File: src/rtl/bha_pkg.sv
package bha_pkg;
   localparam int unsigned N_MST = 2;
   localparam int unsigned ST_W  = 2;

   typedef enum logic [ST_W-1:0] {
      ARB_FREE  = 2'd0,
      ARB_OWN_A = 2'd1,
      ARB_OWN_B = 2'd2
   } arb_state_e;
endpackage

File: src/rtl/bha_pick.sv
module bha_pick
   import bha_pkg::*;
#(
   parameter int unsigned NM = N_MST
) (
   input  logic [NM-1:0] req,
   output logic [NM-1:0] pick
);
   // fixed priority: index 0 beats every higher index
   genvar gi;
   generate
      for (gi = 0; gi < NM; gi++) begin : g_prio
         if (gi == 0) begin : g_top
            assign pick[gi] = req[gi];
         end else begin : g_low
            assign pick[gi] = req[gi] && (req[gi-1:0] == '0);
         end
      end
   endgenerate

   initial begin
      if (NM < 1) $error("bha_pick: NM must be at least 1");
   end
endmodule

File: src/rtl/bha_release.sv
module bha_release
   import bha_pkg::*;
#(
   parameter int unsigned NM = N_MST
) (
   input  logic [NM-1:0] rdy,
   input  logic [NM-1:0] own,
   output logic          done
);
   // only the owner's ready line can end the tenure
   assign done = |(rdy & own);
endmodule

File: src/rtl/bha_fsm.sv
module bha_fsm
   import bha_pkg::*;
(
   input  logic             clk,
   input  logic             rst,
   input  logic [N_MST-1:0] req,
   input  logic [N_MST-1:0] pick,
   input  logic [N_MST-1:0] rdy,
   input  logic             done,
   output logic [N_MST-1:0] gnt
);
   arb_state_e state_q, state_d;

   always_comb begin
      state_d = state_q;
      unique case (state_q)
         ARB_FREE: begin
            if (pick[0])      state_d = ARB_OWN_A;
            else if (pick[1]) state_d = ARB_OWN_B;
         end
         ARB_OWN_A, ARB_OWN_B: begin
            if (done) state_d = ARB_FREE;
         end
         default: state_d = ARB_FREE;
      endcase
   end

   always_ff @(posedge clk) begin
      if (rst) state_q <= ARB_FREE;
      else     state_q <= state_d;
   end

   assign gnt[0] = (state_q == ARB_OWN_A);
   assign gnt[1] = (state_q == ARB_OWN_B);


   grant_onehot_chk: assert property (@(posedge clk) disable iff (rst)
      $onehot0(gnt));


   first_wins_chk: assert property (@(posedge clk) disable iff (rst)
      (state_q == ARB_FREE && req[0]) |=> (gnt[0] && !gnt[1]));


   second_alone_chk: assert property (@(posedge clk) disable iff (rst)
      (state_q == ARB_FREE && req[1] && !req[0]) |=> gnt[1]);


   idle_quiet_chk: assert property (@(posedge clk) disable iff (rst)
      (state_q == ARB_FREE && req == '0) |=> (gnt == '0));


   hold_a_chk: assert property (@(posedge clk) disable iff (rst)
      (gnt[0] && !rdy[0]) |=> gnt[0]);


   hold_b_chk: assert property (@(posedge clk) disable iff (rst)
      (gnt[1] && !rdy[1]) |=> gnt[1]);


   release_chk: assert property (@(posedge clk) disable iff (rst)
      ((gnt[0] && rdy[0]) || (gnt[1] && rdy[1])) |=> (gnt == '0));
endmodule

File: src/rtl/bus_hold_arb.sv
module bus_hold_arb
   import bha_pkg::*;
(
   input  logic clk,
   input  logic rst,
   input  logic req_m1,
   input  logic req_m2,
   input  logic rdy_m1,
   input  logic rdy_m2,
   output logic gnt_m1,
   output logic gnt_m2
);
   logic [N_MST-1:0] req_v, rdy_v, pick_v, gnt_v;
   logic             done_w;

   assign req_v = {req_m2, req_m1};
   assign rdy_v = {rdy_m2, rdy_m1};

   bha_pick #(.NM(N_MST)) u_pick (
      .req  (req_v),
      .pick (pick_v)
   );

   bha_release #(.NM(N_MST)) u_rel (
      .rdy  (rdy_v),
      .own  (gnt_v),
      .done (done_w)
   );

   bha_fsm u_fsm (
      .clk  (clk),
      .rst  (rst),
      .req  (req_v),
      .pick (pick_v),
      .rdy  (rdy_v),
      .done (done_w),
      .gnt  (gnt_v)
   );

   assign gnt_m1 = gnt_v[0];
   assign gnt_m2 = gnt_v[1];
endmodule

File: config.mk
export PLATFORM = sky130hd
export DESIGN_NAME = bus_hold_arb
export DESIGN_NICKNAME = d
export VERILOG_FILES = /design/src/rtl/bha_pkg.sv /design/src/rtl/bha_pick.sv /design/src/rtl/bha_release.sv /design/src/rtl/bha_fsm.sv /design/src/rtl/bus_hold_arb.sv
export SDC_FILE = /design/constraint.sdc
export NUM_CORES = 1
export LEC_CHECK = 0
export BUFFER_PORTS_ARGS = -buffer_cell sky130_fd_sc_hd__buf_2
export CAP_MARGIN = 0
export CORE_AREA = 2 2 39 41
export CTS_CLUSTER_SIZE = 16
export DETAILED_ROUTE_END_ITERATION = 10
export DIE_AREA = 0 0 41 43
export PLACE_DENSITY = 0.3
export RECOVER_POWER = 100
export SYNTH_ARGS = -nofsm -noshare
export SYNTH_HDL_FRONTEND = slang
export SYNTH_HIERARCHICAL = 1
export SYNTH_SLANG_ARGS = --single-unit
export TNS_END_PERCENT = 20
File: constraint.sdc
create_clock -name clk -period 2 [get_ports clk]
set_input_delay 0.1 -clock clk [delete_from_list [all_inputs] [get_ports clk]]
set_output_delay 0.1 -clock clk [all_outputs]
set_load 0.01 [all_outputs]
==> qor.yml <==
drt:
  routedWlPerCell_um: 7.26
  drt_first_iter_violations: 4
  ant_nets: 0
  via_per_inst: 3.35
  wl_um: 312
  drc_errors: 0
  dr.pass1.iters: 2
  vias: 144
die:
  start_util: 0.127
  core_area_um2: 1380
  dieArea_um2: 1760
  rows: 14
  die_y_um: 43
  io_pins: 8
  die_w_um: 41
finish:
  drive_above_1_share: 0.370
  top_regs: "u_fsm/state_q x2"
  design_area_um2: 235
  regMostFlops: "u_fsm/state_q"
  area_growth_pct: 34.3
  largest_reg_flops: 2
  utilization: 0.170
  fill_cells: 163
  final_net_count: 38
  insertedDiodeCount: 0
timing:
  tightest_slew_ps: 203
  relSlewSlack: 0.864
  fin_crit_ps: 1390
  rsz0062_at_grt: "no"
  setup_viol_count_final: 0
  final_hold_viol_count: 0
  drv_slew: 0
  period_share: 0.697
  fin_tns_setup_ps: 0
  max_freq_ghz: 0.717
  skew_ps: 4.57
  hold_ws_ps: 55.8
yosys:
  syn-num-nets: 27
  synth_warnings: 6
  synth_seq_cells: 2
  synth_area_per_cell_um2: 9.73
  synthDistinctLibCells: 14
  synth_cells: 18
  yosys.area.top_type_share: 0.229
  synth_top_area_cell: "dfxtp_1"
  yosysSeqAreaShare: 0.229
  synth.top_cells.by_area: "dfxtp_1 23%, ha_1 21%, nand2b_4 7.9%"
  synthesis.area_um2: 175
critical_path:
  path_cells: "clkinv_1, ha_1, a22o_1, nand2b_1, a21o_1, a21oi_2"
  timing.rr.end: "u_fsm/state_q[0]$_SDFFE_PP0P_"
  slowest_stage: "dfxtp_1"
  rrSetupSlack_ps: 610
  cp.arrival_ps: 1550
  reg2reg_depth: 6
  cp_max_fo: 4
  max_stage_delay_ps: 330
  crit_path_end_kind: "flip-flop"
  start_kind: "flip-flop"
  critPathBufInv: 1
  crit_type: "flip-flop to flip-flop"
  crit_family: "compound AO/OA/AOI/OAI gates"
  rr_startpoint: "u_fsm/state_q[0]$_SDFFE_PP0P_"
  cp.required_ps: 2150
power_and_ir_drop:
  leakagePower_uw: 0.000103
  switching_share: 0.285
  vdd_drop_max_mv: 0.209
  internal_power_uw: 138
  p_seq_frac: 0.255
  p_clk_frac: 0.448
  switching_power_uw: 55.2
  p_per_area_nw_per_um2: 823
  comb_power_share: 0.298
global_routing:
  gr-total-overflow: 0
  grt_pass1_vias: 155
  grt_pass1_wl_um: 558
  grt_max_degree: 5
  grt_antenna_before_repair: 0
  grt_usage: 0.0531
clocking:
  cts_sinks: 2
  cts_buffers: 3
  hold_buffers: 0
  cts-htree-levels: 1
  clk_pin_slew_ps: 30
  cts_tree: "built"
  cts_root_buf: "clkbuf_4"
  post_cts_buffers: 0
  cts_resized: 0
  insertion_delay_ps: 220
  cts_max_path_buffers: 2
placement:
  place_area_um2: 223
  gp_congestion: 0.575
  dp_hpwl_um: 274
  port_buffers: 7
status:
  outcome: "finished clean"
min_path:
  min_path_type: "input port to flip-flop"
  holdPathEnd: "u_fsm/state_q[0]$_SDFFE_PP0P_"
  holdPathStages: 2
  min_from: "rst"
flow_run:
  cap_viol_max_count: 0
## power by group through the flow
stage / clock network, uW / logic, uW / registers, uW
after floorplan: 0 / 54.5 / 48.8
after global placement: 0 / 68.9 / 50.2
after detailed placement: 0 / 69.1 / 50.2
after CTS: 92.0 / 69.5 / 49.7
after global routing: 103 / 66.0 / 50.3
final: 86.7 / 57.6 / 49.3
## routing by layer
| layer | share of wire | wire length [um] | track usage |
|---|---|---|---|
| met1 | 0.31 | 98 | 0.0414 |
| met2 | 0.62 | 192 | 0.0781 |
| met3 | 0.064 | 20 | 0.0314 |
| met4 | 0 | 0 | 0.0600 |
| met5 | 0 | 0 | 0 |
## cells by family after synthesis
group / Yosys count / share of synthesized area
flops: 2 / 0.229
simple gates: 5 / 0.257
compound gates: 5 / 0.214
fa+ha+maj: 3 / 0.214
buf+inv: 3 / 0.0857
## how the worst max path moves through the flow
stage | depth (start not counted) | endpoint | from | slack, ps
6_report | 6 | u_fsm/state_q[0]$_SDFFE_PP0P_ | u_fsm/state_q[0]$_SDFFE_PP0P_ | 610
4_1_cts | 6 | u_fsm/state_q[0]$_SDFFE_PP0P_ | u_fsm/state_q[0]$_SDFFE_PP0P_ | 620
3_3_place_gp | 6 | u_fsm/state_q[0]$_SDFFE_PP0P_ | u_fsm/state_q[0]$_SDFFE_PP0P_ | 640
3_5_place_dp | 6 | u_fsm/state_q[0]$_SDFFE_PP0P_ | u_fsm/state_q[0]$_SDFFE_PP0P_ | 630
5_1_grt | 6 | u_fsm/state_q[0]$_SDFFE_PP0P_ | u_fsm/state_q[0]$_SDFFE_PP0P_ | 500
2_1_floorplan | 6 | u_fsm/state_q[0]$_SDFFE_PP0P_ | u_fsm/state_q[0]$_SDFFE_PP0P_ | 690
## synth_stat cells
cell type / n
nand3_1: 1
dfxtp_1: 2
nand2b_4: 1
a22o_1: 1
buf_4: 1
a211oi_1: 1
ha_1: 3
nand2b_1: 2
a21o_1: 1
nor2b_4: 1
a21oi_2: 1
a21oi_1: 1
clkinv_1: 1
inv_1: 1
## stage by stage
step / power [uW] / worst slack (ps) / cells
3_3_place_gp: 119 / 642 / 40
2_1_floorplan: 103 / 691 / 18
6_report: 194 / 605 / 43
5_1_grt: 220 / 498 / 43
4_1_cts: 211 / 622 / 43
3_5_place_dp: 119 / 632 / 40
## final cells by class
| cell class | count | area, um2 | area share |
|---|---|---|---|
| repair buffers | 7 | 32.5 | 0.138 |
| multi-input cells | 13 | 113 | 0.479 |
| well taps | 16 | 20.0 | 0.0851 |
| clock buffers | 3 | 22.5 | 0.0957 |
| inverters | 2 | 7.51 | 0.0319 |
| flip-flops and latches | 2 | 40.0 | 0.170 |
## cells in the final DEF (no fill, tap or decap)
cell type,count
clkbuf_4,3
a211oi_1,1
a22o_1,1
a21oi_1,1
clkinv_1,1
nor2b_4,1
dfxtp_1,2
buf_2,5
clkbuf_1,2
ha_1,3
nand2b_1,3
a21o_1,1
a21oi_2,1
nand3_1,1
inv_1,1
No activity file was read; power rests on OpenSTA's default activity.
